### src/rtl/bkpt_pkg.sv
`timescale 1ns/1ps
package bkpt_pkg;
  typedef enum logic [1:0] {
    MODE_OFF      = 2'b00,
    MODE_SWI_DUAL = 2'b01,
    MODE_DBG_FULL = 2'b10,
    MODE_DBG_DUAL = 2'b11
  } bk_mode_e;

  // packed MSB first: mask_lo is bit 11, mode is bits 1:0
  typedef struct packed {
    logic     mask_lo;
    logic     mask_hi;
    logic     rw_en1;
    logic     rw1;
    logic     rw_en0;
    logic     rw0;
    logic     lo_en1;
    logic     lo_en0;
    logic     data_en;
    logic     fetch_only;
    bk_mode_e mode;
  } bk_ctrl_t;

  localparam int CTRL_W  = $bits(bk_ctrl_t);
  localparam int NUM_CMP = 2;

  localparam logic [1:0] SEL_CTRL  = 2'd0;
  localparam logic [1:0] SEL_ADDR0 = 2'd1;
  localparam logic [1:0] SEL_ADDR1 = 2'd2;
  localparam logic [1:0] SEL_DATA  = 2'd3;
endpackage

### src/rtl/bkpt_regs.sv
`timescale 1ns/1ps
module bkpt_regs
  import bkpt_pkg::*;
#(
  parameter int ADDR_W = 16,
  parameter int DATA_W = 16,
  parameter int CFG_W  = 16
) (
  input  logic                           clk_i,
  input  logic                           rst_ni,
  input  logic                           cfg_we_i,
  input  logic [1:0]                     cfg_sel_i,
  input  logic [CFG_W-1:0]               cfg_wdata_i,
  output bk_ctrl_t                       ctrl_o,
  output logic [NUM_CMP-1:0][ADDR_W-1:0] cmp_addr_o,
  output logic [DATA_W-1:0]              cmp_data_o
);
  bk_ctrl_t                       ctrl_q;
  logic [NUM_CMP-1:0][ADDR_W-1:0] addr_q;
  logic [DATA_W-1:0]              data_q;

  always_ff @(posedge clk_i or negedge rst_ni) begin
    if (!rst_ni) begin
      ctrl_q <= '0;
      addr_q <= '0;
      data_q <= '0;
    end else if (cfg_we_i) begin
      unique case (cfg_sel_i)
        SEL_CTRL:  ctrl_q    <= bk_ctrl_t'(cfg_wdata_i[CTRL_W-1:0]);
        SEL_ADDR0: addr_q[0] <= cfg_wdata_i[ADDR_W-1:0];
        SEL_ADDR1: addr_q[1] <= cfg_wdata_i[ADDR_W-1:0];
        default:   data_q    <= cfg_wdata_i[DATA_W-1:0];
      endcase
    end
  end

  assign ctrl_o     = ctrl_q;
  assign cmp_addr_o = addr_q;
  assign cmp_data_o = data_q;

  p_ctrl_write_r2: assert property (@(posedge clk_i) disable iff (!rst_ni)
    (cfg_we_i && cfg_sel_i == SEL_CTRL) |=> (ctrl_q == $past(cfg_wdata_i[CTRL_W-1:0])));

  p_ctrl_hold_r2: assert property (@(posedge clk_i) disable iff (!rst_ni)
    !(cfg_we_i && cfg_sel_i == SEL_CTRL) |=> $stable(ctrl_q));
endmodule

### src/rtl/bkpt_addr_cmp.sv
`timescale 1ns/1ps
module bkpt_addr_cmp #(
  parameter int ADDR_W = 16,
  parameter int LO_W   = 8
) (
  input  logic [ADDR_W-1:0] addr_i,
  input  logic [ADDR_W-1:0] cmp_i,
  input  logic              lo_en_i,
  output logic              match_o
);
  logic hi_eq, lo_eq;
  assign hi_eq   = addr_i[ADDR_W-1:LO_W] == cmp_i[ADDR_W-1:LO_W];
  assign lo_eq   = addr_i[LO_W-1:0] == cmp_i[LO_W-1:0];
  assign match_o = hi_eq && (!lo_en_i || lo_eq);
endmodule

### src/rtl/bkpt_data_cmp.sv
`timescale 1ns/1ps
module bkpt_data_cmp #(
  parameter int DATA_W = 16,
  parameter int LO_W   = 8
) (
  input  logic [DATA_W-1:0] data_i,
  input  logic [DATA_W-1:0] cmp_i,
  input  logic              mask_hi_i,
  input  logic              mask_lo_i,
  output logic              match_o
);
  logic hi_eq, lo_eq;
  assign hi_eq   = data_i[DATA_W-1:LO_W] == cmp_i[DATA_W-1:LO_W];
  assign lo_eq   = data_i[LO_W-1:0] == cmp_i[LO_W-1:0];
  assign match_o = (mask_hi_i || hi_eq) && (mask_lo_i || lo_eq);
endmodule

### src/rtl/bkpt_unit.sv
`timescale 1ns/1ps
module bkpt_unit
  import bkpt_pkg::*;
#(
  parameter int ADDR_W = 16,
  parameter int DATA_W = 16,
  parameter int LO_W   = 8,
  localparam int WIDE_W = (ADDR_W > DATA_W) ? ADDR_W : DATA_W,
  localparam int CFG_W  = (WIDE_W > CTRL_W) ? WIDE_W : CTRL_W
) (
  input  logic              clk_i,
  input  logic              rst_ni,
  input  logic              cfg_we_i,
  input  logic [1:0]        cfg_sel_i,
  input  logic [CFG_W-1:0]  cfg_wdata_i,
  input  logic              bus_valid_i,
  input  logic [ADDR_W-1:0] bus_addr_i,
  input  logic [DATA_W-1:0] bus_data_i,
  input  logic              bus_rd_i,
  input  logic              bus_fetch_i,
  input  logic              dbg_active_i,
  input  logic              dbg_enabled_i,
  output logic              swi_req_o,
  output logic              dbg_req_o
);
  bk_ctrl_t                       ctrl;
  logic [NUM_CMP-1:0][ADDR_W-1:0] cmp_addr;
  logic [DATA_W-1:0]              cmp_data;
  logic [NUM_CMP-1:0]             lo_en, rw_val, rw_en, a_match, rw_ok, hit;
  logic                           d_match, qual, swi_d, dbg_d, swi_q, dbg_q;

  bkpt_regs #(.ADDR_W(ADDR_W), .DATA_W(DATA_W), .CFG_W(CFG_W)) u_regs (
    .clk_i       (clk_i),
    .rst_ni      (rst_ni),
    .cfg_we_i    (cfg_we_i),
    .cfg_sel_i   (cfg_sel_i),
    .cfg_wdata_i (cfg_wdata_i),
    .ctrl_o      (ctrl),
    .cmp_addr_o  (cmp_addr),
    .cmp_data_o  (cmp_data)
  );

  assign lo_en  = {ctrl.lo_en1, ctrl.lo_en0};
  assign rw_val = {ctrl.rw1, ctrl.rw0};
  assign rw_en  = {ctrl.rw_en1, ctrl.rw_en0};

  for (genvar k = 0; k < NUM_CMP; k++) begin : g_cmp
    bkpt_addr_cmp #(.ADDR_W(ADDR_W), .LO_W(LO_W)) u_addr_cmp (
      .addr_i  (bus_addr_i),
      .cmp_i   (cmp_addr[k]),
      .lo_en_i (lo_en[k]),
      .match_o (a_match[k])
    );
    assign rw_ok[k] = !rw_en[k] || (bus_rd_i == rw_val[k]);
  end

  bkpt_data_cmp #(.DATA_W(DATA_W), .LO_W(LO_W)) u_data_cmp (
    .data_i    (bus_data_i),
    .cmp_i     (cmp_data),
    .mask_hi_i (ctrl.mask_hi),
    .mask_lo_i (ctrl.mask_lo),
    .match_o   (d_match)
  );

  // mode-dependent meaning of the qualifier bits
  always_comb begin
    hit = '0;
    unique case (ctrl.mode)
      MODE_SWI_DUAL: begin
        hit[0] = a_match[0] && bus_fetch_i;
        hit[1] = a_match[1] && ctrl.data_en && bus_fetch_i;
      end
      MODE_DBG_FULL: begin
        hit[0] = a_match[0] && (ctrl.fetch_only ? bus_fetch_i
                                                : (rw_ok[0] && (!ctrl.data_en || d_match)));
      end
      MODE_DBG_DUAL: begin
        hit[0] = a_match[0] && (ctrl.fetch_only ? bus_fetch_i : rw_ok[0]);
        hit[1] = a_match[1] && ctrl.data_en
                 && (ctrl.fetch_only ? bus_fetch_i : rw_ok[1]);
      end
      default: hit = '0;
    endcase
  end

  assign qual  = bus_valid_i && !dbg_active_i && (|hit);
  assign swi_d = qual && (ctrl.mode == MODE_SWI_DUAL);
  assign dbg_d = qual && dbg_enabled_i
                 && (ctrl.mode == MODE_DBG_FULL || ctrl.mode == MODE_DBG_DUAL);

  always_ff @(posedge clk_i or negedge rst_ni) begin
    if (!rst_ni) begin
      swi_q <= 1'b0;
      dbg_q <= 1'b0;
    end else begin
      swi_q <= swi_d;
      dbg_q <= dbg_d;
    end
  end

  assign swi_req_o = swi_q;
  assign dbg_req_o = dbg_q;

  p_off_quiet_r1: assert property (@(posedge clk_i) disable iff (!rst_ni)
    (ctrl.mode == MODE_OFF) |=> (!swi_req_o && !dbg_req_o));

  p_swi_fetch_r4: assert property (@(posedge clk_i) disable iff (!rst_ni)
    swi_req_o |-> $past(bus_fetch_i));

  p_swi_mode_r5: assert property (@(posedge clk_i) disable iff (!rst_ni)
    swi_req_o |-> ($past(ctrl.mode) == MODE_SWI_DUAL));

  p_dbg_mode_r5: assert property (@(posedge clk_i) disable iff (!rst_ni)
    dbg_req_o |-> ($past(ctrl.mode) == MODE_DBG_FULL || $past(ctrl.mode) == MODE_DBG_DUAL));

  p_single_req_r5: assert property (@(posedge clk_i) disable iff (!rst_ni)
    !(swi_req_o && dbg_req_o));

  p_active_block_r10: assert property (@(posedge clk_i) disable iff (!rst_ni)
    (swi_req_o || dbg_req_o) |-> !$past(dbg_active_i));

  p_dbg_enabled_r11: assert property (@(posedge clk_i) disable iff (!rst_ni)
    dbg_req_o |-> $past(dbg_enabled_i));

  p_req_after_cycle_r12: assert property (@(posedge clk_i) disable iff (!rst_ni)
    (swi_req_o || dbg_req_o) |-> $past(bus_valid_i));
endmodule

### config.mk
export PLATFORM = sky130hd
export DESIGN_NAME = bkpt_unit
export DESIGN_NICKNAME = d
export VERILOG_FILES = /design/src/rtl/bkpt_pkg.sv /design/src/rtl/bkpt_regs.sv /design/src/rtl/bkpt_addr_cmp.sv /design/src/rtl/bkpt_data_cmp.sv /design/src/rtl/bkpt_unit.sv
export SDC_FILE = /design/constraint.sdc
export NUM_CORES = 1
export LEC_CHECK = 0
export BUFFER_PORTS_ARGS = -buffer_cell sky130_fd_sc_hd__buf_2
export CAP_MARGIN = 20
export CORE_MARGIN = 2
export CORE_UTILIZATION = 35
export DETAILED_ROUTE_END_ITERATION = 10
export GPL_TIMING_DRIVEN = 0
export PLACE_DENSITY = 0.57
export SLEW_MARGIN = 30
export SYNTH_ARGS = -nofsm -noshare
export SYNTH_HDL_FRONTEND = slang
export SYNTH_HIERARCHICAL = 1
export SYNTH_SLANG_ARGS = --single-unit
### constraint.sdc
create_clock -name clk_i -period 3 [get_ports clk_i]
set_input_delay 0.75 -clock clk_i [delete_from_list [all_inputs] [get_ports clk_i]]
set_output_delay 0.75 -clock clk_i [all_outputs]
set_load 0.05 [all_outputs]
# [After elaboration in Yosys (flattened, before gate mapping)]
# Cells that the tools add are included.
# Widths: inputs -> output; s select.
[totals] reg_bits=62 latch_bits=0 ramBits=0 rom_bits=0 out_inout_bits=2 elab_cells=71 memories=0
[op_classes] addsub=0 multipliers=0 div=0 magnitude_cmp=0 n_eq_ne=13 shifts=0 muxes=5 bitwise=1 reduce_logical=36
[op_table] op="$eq 8x8->1" count=6
[op_table] op="$logic_and 1x1->1" count=15
[op_table] op="$logic_or 1x1->1" count=8
[op_table] op="$reduce_and 2->1" count=4
[op_table] op="$eq 2x2->1 const B" count=3
[op_table] op="$logic_not 1->1" count=6
[op_table] op="$eq 2x1->1 const B" count=2
[op_table] op="$mux 1" count=3
[op_table] op="$pmux 1 s3" count=1
[op_table] op="$reduce_or 3->1" count=1
[op_table] op="$eq 1x1->1" count=2
[op_table] op="$logic_not 2->1" count=1
[op_table] op="$pmux 1 s2" count=1
[op_table] op="$reduce_or 2->1" count=1
[op_table] op="$not 1->1" count=1

# [Depth between registers and ports, before layout]
# Gate-level depths: netlist (run 1).
[logic_depth] depth_word=12 ltp_mapped=8 depth_no_buf=8

# [By module]
# Netlist (run 1), hierarchy kept.
[modules_own_cells] module="bkpt_regs" instances=1 cells_per_inst=128 area_per_inst_um2=2249.7 seq_area_each_um2=1501.4
[modules_own_cells] module="bkpt_addr_cmp" instances=2 cells_per_inst=22 area_per_inst_um2=176.4 seq_area_each_um2=0.0
[modules_own_cells] module="bkpt_data_cmp" instances=1 cells_per_inst=23 area_per_inst_um2=178.9 seq_area_each_um2=0.0
[modules_own_cells] module="bkpt_unit" instances=1 cells_per_inst=18 area_per_inst_um2=177.7 seq_area_each_um2=50.0

# [Worst setup path before layout (run 1)]
# OpenSTA, ideal clock, no wires.
[synth_path] path_type="input -> register" start="in bus_addr_i[3]" end="reg dbg_q, in the netlist dbg_req_o" setup_time_ns=0.123 t_arrival_ns=1.686 required_ns=2.877 path_slack_ns=1.192 stages=8 n_path_buf=0 cell_sequence="xnor2_1 nand4_1 o21ai_0 and3_1 and3_2 o221a_1 a41oi_2 nor2_1"
[synth_via] elab_chain_cells=10 elab_cells_between_ends=18 cone_classes="2 x eq/ne; 2 x mux; 14 x reduce/logical"
[synth_rtl] item="start: declaration" line="bkpt_unit.sv:17" text="input logic [ADDR_W-1:0] bus_addr_i,"
[synth_rtl] item="$eq 8x8->1 *" line="bkpt_addr_cmp.sv:13" text="assign lo_eq = addr_i[LO_W-1:0] == cmp_i[LO_W-1:0];"
[synth_rtl] item="$logic_or 1x1->1 *" line="bkpt_addr_cmp.sv:14" text="assign match_o = hi_eq && (!lo_en_i || lo_eq);"
[synth_rtl] item="$logic_and 1x1->1 *" line="bkpt_addr_cmp.sv:14"
[synth_rtl] item="net a_match[1]" line="bkpt_unit.sv:29" text="logic [NUM_CMP-1:0] lo_en, rw_val, rw_en, a_match, rw_ok, hit;"
[synth_rtl] item="$logic_and 1x1->1 *" line="bkpt_unit.sv:71, bkpt_unit.sv:79"
[synth_rtl] item="$logic_and 1x1->1 (on tied branches)" line="bkpt_unit.sv:80, bkpt_unit.sv:71"
[synth_rtl] item="$pmux 1 s2 *" line="bkpt_unit.sv:68" text="unique case (ctrl.mode)"
[synth_rtl] item="$reduce_or 2->1 *" line="bkpt_unit.sv:86" text="assign qual = bus_valid_i && !dbg_active_i && (|hit);"
[synth_rtl] item="$logic_and 1x1->1 *" line="bkpt_unit.sv:86"
[synth_rtl] item="$logic_and 1x1->1 *" line="bkpt_unit.sv:88" text="assign dbg_d = qual && dbg_enabled_i"
[synth_rtl] item="$logic_and 1x1->1 *" line="bkpt_unit.sv:89" text="&& (ctrl.mode == MODE_DBG_FULL || ctrl.mode == MODE_DBG_DUAL);"
[synth_rtl] item="net dbg_d" line="bkpt_unit.sv:30" text="logic d_match, qual, swi_d, dbg_d, swi_q, dbg_q;"
[synth_rtl] item="end signal: assignment" line="bkpt_unit.sv:97" text="dbg_q <= dbg_d;"
[synth_rtl] item="end: declaration" line="bkpt_unit.sv:30"
# Mark *: on every way through the listed nets, which the timed path passes. The rest lies on a longest branch.
# A chain may end at the register's enable or synchronous reset.

# [Final worst setup path (run 1)]
[layout_path] start="in bus_addr_i[9]" end="reg dbg_q, in the netlist dbg_req_o"
[layout_via] elab_chain_cells=9 elab_cells_between_ends=16 cone_classes="2 x eq/ne; 2 x mux; 12 x reduce/logical"
[layout_rtl] item="$eq 8x8->1 *" line="bkpt_addr_cmp.sv:12" text="assign hi_eq = addr_i[ADDR_W-1:LO_W] == cmp_i[ADDR_W-1:LO_W];"
[layout_rtl] item="$logic_and 1x1->1 *" line="bkpt_addr_cmp.sv:14"
[layout_rtl] item="net a_match[1]" line="bkpt_unit.sv:29"
[layout_rtl] item="$logic_and 1x1->1 *" line="bkpt_unit.sv:71, bkpt_unit.sv:79"
[layout_rtl] item="$logic_and 1x1->1 (on tied branches)" line="bkpt_unit.sv:80, bkpt_unit.sv:71"
[layout_rtl] item="$pmux 1 s2 *" line="bkpt_unit.sv:68"
[layout_rtl] item="$reduce_or 2->1 *" line="bkpt_unit.sv:86"
[layout_rtl] item="$logic_and 1x1->1 *" line="bkpt_unit.sv:86"
[layout_rtl] item="$logic_and 1x1->1 *" line="bkpt_unit.sv:88"
[layout_rtl] item="$logic_and 1x1->1 *" line="bkpt_unit.sv:89"
[layout_rtl] item="net dbg_d" line="bkpt_unit.sv:30"
# Marks and branches as above.

==> results of run 1 <==
## sequential cells by signal, indices dropped and copies added (netlist names)
register	count
dbg_req_o	1
swi_req_o	1
u_regs/cmp_addr_o	32
u_regs/cmp_data_o	16
u_regs/ctrl_o	12
## cell families after synthesis
group	share of synthesized area, %
flops	52.4
mux	22.8
compound gates	1.90
buf+inv	0.930
xor+xnor	14.8
simple gates	7.10
## critical path: stages
cell and delay, ns:
buf_2 0.12, xor2_1 0.14, nor4_1 0.39, and3_1 0.22, and3_2 0.17, o221a_1 0.18, a41oi_2 0.05, nor2_1 0.12
## worst paths after layout
check | start | to | cells after the start
worst min-delay path | rst_ni | u_regs/cmp_addr_o[12] | 1
min in group clk_i | u_regs/ctrl_o[5] | u_regs/ctrl_o[5] | 1
worst min register to register | u_regs/ctrl_o[5] | u_regs/ctrl_o[5] | 1
worst max register to register | u_regs/cmp_addr_o[25] | dbg_req_o | 7
worst max-delay path | bus_addr_i[9] | dbg_req_o | 8
max in group asynchronous | rst_ni | u_regs/cmp_addr_o[22] | 2
## final cells by class
class	count	area, um^2
multi-input cells	147	1380
fillers	813	4660
clock inverters	2	10.0
clock buffers	13	139
repair buffers	60	318
plain buffers	4	27.5
flip-flops and latches	62	1550
well taps	105	131
## cells in the final DEF, fill, tap and decap left out, types with 2 or more instances in the layout
cell      netlist  final
dfrtp_1        62     62
mux2_2         60     60
buf_2           1     59
xor2_1         33     33
xnor2_1        17     17
clkbuf_8        0      9
nor4_1          8      8
nor2_1          4      4
clkbuf_1        0      4
nand4_1         4      4
buf_4           3      4
nand3_1         2      2
clkinv_2        0      2
o21ai_0         2      2
and3_1          2      2
a21oi_1         2      2
nand3b_2        2      2
## metal layers
metal	routed length (um)	GRT usage (%)
met3	231	2.98
met5	0	0
met1	2870	19.8
met4	131	7.14
met2	3000	23.5
## power by group through the flow
stage	clock [uW]	sequential [uW]	combinational [uW]
2_1_floorplan	0	1080	297
3_3_place_gp	0	1110	411
3_5_place_dp	0	1110	421
4_1_cts	611	1100	423
5_1_grt	649	1120	465
6_report	597	1100	415
## stage by stage
step,worst slack [ns],instances,hold WS (ns),utilization [%],total power (uW)
5_1_grt,1.03,393,0.305,43.3,2230
3_5_place_dp,0.768,378,0.494,41.5,1530
3_3_place_gp,0.791,377,0.489,41.2,1520
2_1_floorplan,1.19,213,0.454,-,1380
4_1_cts,1.12,393,0.295,43.3,2130
6_report,1.13,393,0.298,43.3,2110
==> out/qor.txt, run 1 <==
Status - complete, no violations
# rows - 33
Synth warn - 6
Post-synthesis cell area - 0.00296 mm^2
Tcrit/Tclk final - 62.4%
Leak pwr - 0.00158 uW
DRC violations left - 0
Area added between synthesis and finish - 20.2%
Post-synth top cells - dfrtp_1, mux2_2, xor2_1
Share of post-route cells with drive strength above 1 - 49.3%
Final setup fails - 0
Clock network power share - 28.3%
Detailed Routing Iterations Pass 1 - 4
Slew margin rel. - 69.3%
Starting DRT DRC Count - 38
Yosys top cell by area - dfrtp_1
Final instance area - 0.00356 mm^2
CTS max path bufs - 2
CP Launch Type - input port
Initial antenna violation count - 0
Net Sw Frac - 27.2%
Core area - 0.00822 mm^2
CTS root buffer - clkbuf_8
Die area - 0.00921 mm^2
FMAX - 535 MHz
CTS tree - built
Vias - 1,901
Post-CTS setup buffers - 0
Yosys reg bits - 62
Fin. Hold Viols - 0
Routed WL per cell - 15.8 um
Top post-synthesis cells by area - dfrtp_1, mux2_2, xor2_1, xnor2_1, nor4_1
RSZ-0062 raised after global routing - false
RePlAce Congestion - 0.722
Post-DRT Antenna Nets - 0
# hold bufs at CTS - 0
Placed Area - 0.00341 mm^2
Die height - 96.0 um
Final setup TNS - 0 ns
Kind of end point of the critical path - flop
Max-Cap Viols - 0
Sequential Power Share - 52.0%
Final Routed Wirelength - 6220 um
Top-count cell post-synth - dfrtp_1
Internal - 1540 uW
Worst path required time - 3.26 ns
Final #Nets - 342
Vias in the first global route - 1,934
Worst VDD drop - 196 uV
Boundary pin count - 60
Cells after Synth - 213
Commonest register cell after synthesis - dfrtp_1
Dpl hpwl - 4640 um
Resized cells post-CTS - 0
Worst Skew - 0.00688 ns
Cell variety after synth - 25
Antenna Cells - 0
Worst-path fanout max - 2
Post-Syn Nets - 271
Global-route wire length before repair - 9850 um
Post-synth EDFFs - 0
Largest net degree at the start of global routing - 42
Top-area cell type share of the netlist area - 52.4%
Syn avg cell area - 13.9 um^2
Tightest Pin Transition - 0.456 ns
Pwr dens - 593 mW/mm^2
Critical path class - input port to flop
R2R setup slack - 1.25 ns
Vias per inst - 4.84
Initial Utilization - 36.0%
Sink Count - 62
GRT Total Usage - 14.9%
Net Sw Power - 574 uW
Grt total ovfl - 0
TritonCTS Buffers - 9
Critical Path AT - 2.13 ns
Clock transition at path regs - 0.06 ns
Register area share after synthesis - 52.4%
Min-delay worst type - input port to async pin
Fin. max-slew vios - 0
Port buffer count - 59
CTS H-Tree Depth - 3
Logic pwr share - 19.7%
Tmin final - 1.87 ns
DIE WIDTH - 96.0 um
Async SR Flop Fraction - 100%
Clock Latency Late Sink - 0.33 ns
(Power assumes the default switching activity.)
==> inputs of run 2 (changes only) <==
Settings changed: ABC_AREA set to 1, PLACE_DENSITY 0.57 to 0.58.
Clock period 3 ns to 1.55 ns, I/O delays scaled along.
==> out/qor.txt, run 2 <==
Starting DRT DRC Count - 178
Sink Count - 62
Final #Nets - 590
Post-synth EDFFs - 0
Final Routed Wirelength - 8690 um
Dpl hpwl - 6800 um
Synth warn - 6
Post-synth top cells - nand2_1, dfrtp_1, nand4_1
Min-delay worst type - input port to flop
Met1 usage - 23.2%
Clock Latency Late Sink - 0.33 ns
Tmin final - 1.57 ns
Reg-to-Reg Start - u_regs/cmp_addr_o[21]
Top post-synthesis cells by area - dfrtp_1, nand2_1, nand4_1, xnor2_1, inv_1
FMAX - 636 MHz
Worst VDD drop - 490 uV
Final setup margin - -0.0233 ns
RSZ-0062 raised after global routing - true
CTS H-Tree Depth - 3
CTS root buffer - clkbuf_8
Vias - 3,068
Port buffer count - 56
R2R setup slack - -0.02 ns
Largest net degree at the start of global routing - 34
Cells after Synth - 459
Initial Utilization - 36.2%
Syn avg cell area - 7.74 um^2
GRT Total Usage - 16.9%
Final setup fails - 2
Violations in the final reports - setup timing
Global-route wire length before repair - 14,700 um
Worst-path fanout max - 3
Initial antenna violation count - 0
Max reg flops - 32
Clock transition at path regs - 0.07 ns
Hold wc startpoint - dbg_enabled_i
Critical Path AT - 1.83 ns
Commonest register cell after synthesis - dfrtp_1
Yosys top cell by area - dfrtp_1
DP Worst Slack - -0.149 ns
DIE WIDTH - 105 um
Async SR Flop Fraction - 100%
Tcrit/Tclk final - 102%
Status - finished with violations
CP Launch Type - flop
Boundary pin count - 60
Share of post-route cells with drive strength above 1 - 23.1%
Top-count cell post-synth - nand2_1
M2 GR Usage - 27.2%
Slew margin rel. - 73.3%
Kind of end point of the critical path - flop
Detailed Routing Iterations Pass 1 - 4
Cell variety after synth - 20
Leak pwr - 0.00229 uW
TritonCTS Buffers - 9
Max-Cap Viols - 0
Overall power - 4450 uW
Fin. Hold Viols - 0
Hold path endpoint - dbg_req_o
Post-Syn Nets - 517
Area added between synthesis and finish - 20.5%
Worst path required time - 1.81 ns
Most frequent cells in the layout - nand2_1, buf_2, dfrtp_1
Core area - 0.00982 mm^2
Critical path class - flop to flop
Post-DRT Antenna Nets - 0
Vias in the first global route - 2,981
Worst Skew - 0.00532 ns
FF-to-FF path depth - 13
GRT busiest layer - met2
Filler instances - 1,035
Pwr dens - 1040 mW/mm^2
M3 GR Usage - 2.56%
Die height - 105 um
Top-area cell type share of the netlist area - 43.6%
Grt total ovfl - 0
Register area share after synthesis - 43.6%
Antenna Cells - 0
RePlAce Congestion - 0.774
Most common cell after layout, fill and taps aside - nand2_1
Vias per inst - 4.58
# rows - 36
Final Util - 43.6%
Fin. max-slew vios - 0
Post-synthesis cell area - 0.00355 mm^2
CTS tree - built
Routed WL per cell - 13.0 um
Hold depth - 3
Yosys reg bits - 62
Die area - 0.0110 mm^2
CTS max path bufs - 2
Tightest Pin Transition - 0.400 ns
DRC violations left - 0
RR Endpoint - swi_req_o
-- run 2: critical path, stage by stage, from the launching register on --
cell	delay, ns
dfrtp_1	0.41
inv_1	0.06
nand2_1	0.05
nand2_1	0.05
nand2_1	0.06
nor2_2	0.15
nand2_2	0.08
a21oi_2	0.14
nand3_1	0.10
a21oi_1	0.12
o21ai_1	0.07
nand2_1	0.06
nand2_1	0.06
nor2_1	0.10
-- run 2: through the flow --
stage	instance area, um^2	instances	hold slack, ns	TNS (ns)
4_1_cts	4250	667	0.269	-0.0505
3_3_place_gp	4000	648	0.454	-8.20
6_report	4280	670	0.279	-0.0285
3_5_place_dp	4020	649	0.349	-0.289
2_1_floorplan	3550	459	0.0919	0
5_1_grt	4280	670	0.282	-0.368
-- run 2: final cells by class --
type                       instances  area (um^2)  share of cell area (%)
tap                              133          166                    3.88
inverter                          43          171                    4.00
clock inverter                     4         45.0                    1.05
sequential                        62         1550                    36.2
buffer                            22          171                    4.00
multi-input combinational        332         1680                    39.2
timing repair buffer              62          343                    8.00
clock buffer                      12          155                    3.62
-- run 2: routing by layer --
layer	vias up	routed length, um
li1	1595	-
met4	0	95
met2	64	4120
met1	1401	4100
met3	8	376
met5	-	0
-- run 2: power breakdown --
group | switching, uW | internal [uW] | total (uW)
Sequential | 198 | 1870 | 2070
Combinational | 507 | 441 | 948
Clock | 613 | 823 | 1440
Total | 1320 | 3130 | 4450
-- run 2: how the worst max path moves through the flow --
stage / from / endpoint / slack, ns / depth (start not counted)
6_report: u_regs/cmp_addr_o[21] / swi_req_o / -0.02 / 13
3_3_place_gp: bus_addr_i[4] / swi_req_o / -0.14 / 14
5_1_grt: u_regs/cmp_data_o[1] / dbg_req_o / -0.19 / 15
2_1_floorplan: u_regs/cmp_addr_o[29] / dbg_req_o / 0.25 / 11
3_5_place_dp: bus_addr_i[2] / swi_req_o / -0.15 / 12
4_1_cts: u_regs/cmp_addr_o[18] / swi_req_o / -0.03 / 11
-- run 2: logic make-up after synthesis --
kind of cell / after synthesis / synth area share, %
simple gates: 292 / 37.3
buf+inv: 65 / 9.64
flops: 62 / 43.6
xor+xnor: 34 / 8.38
compound gates: 6 / 1.06
-- run 2: repair_timing --
action / CTS / global route
gates resized for setup: 3 / 3
buffers inserted: 1 / 3
pin swaps: 3 / 6
hold buffers: 1 / 0
endpoints found under the hold margin: 29 / 0
setup endpoints to repair: 2 / 2
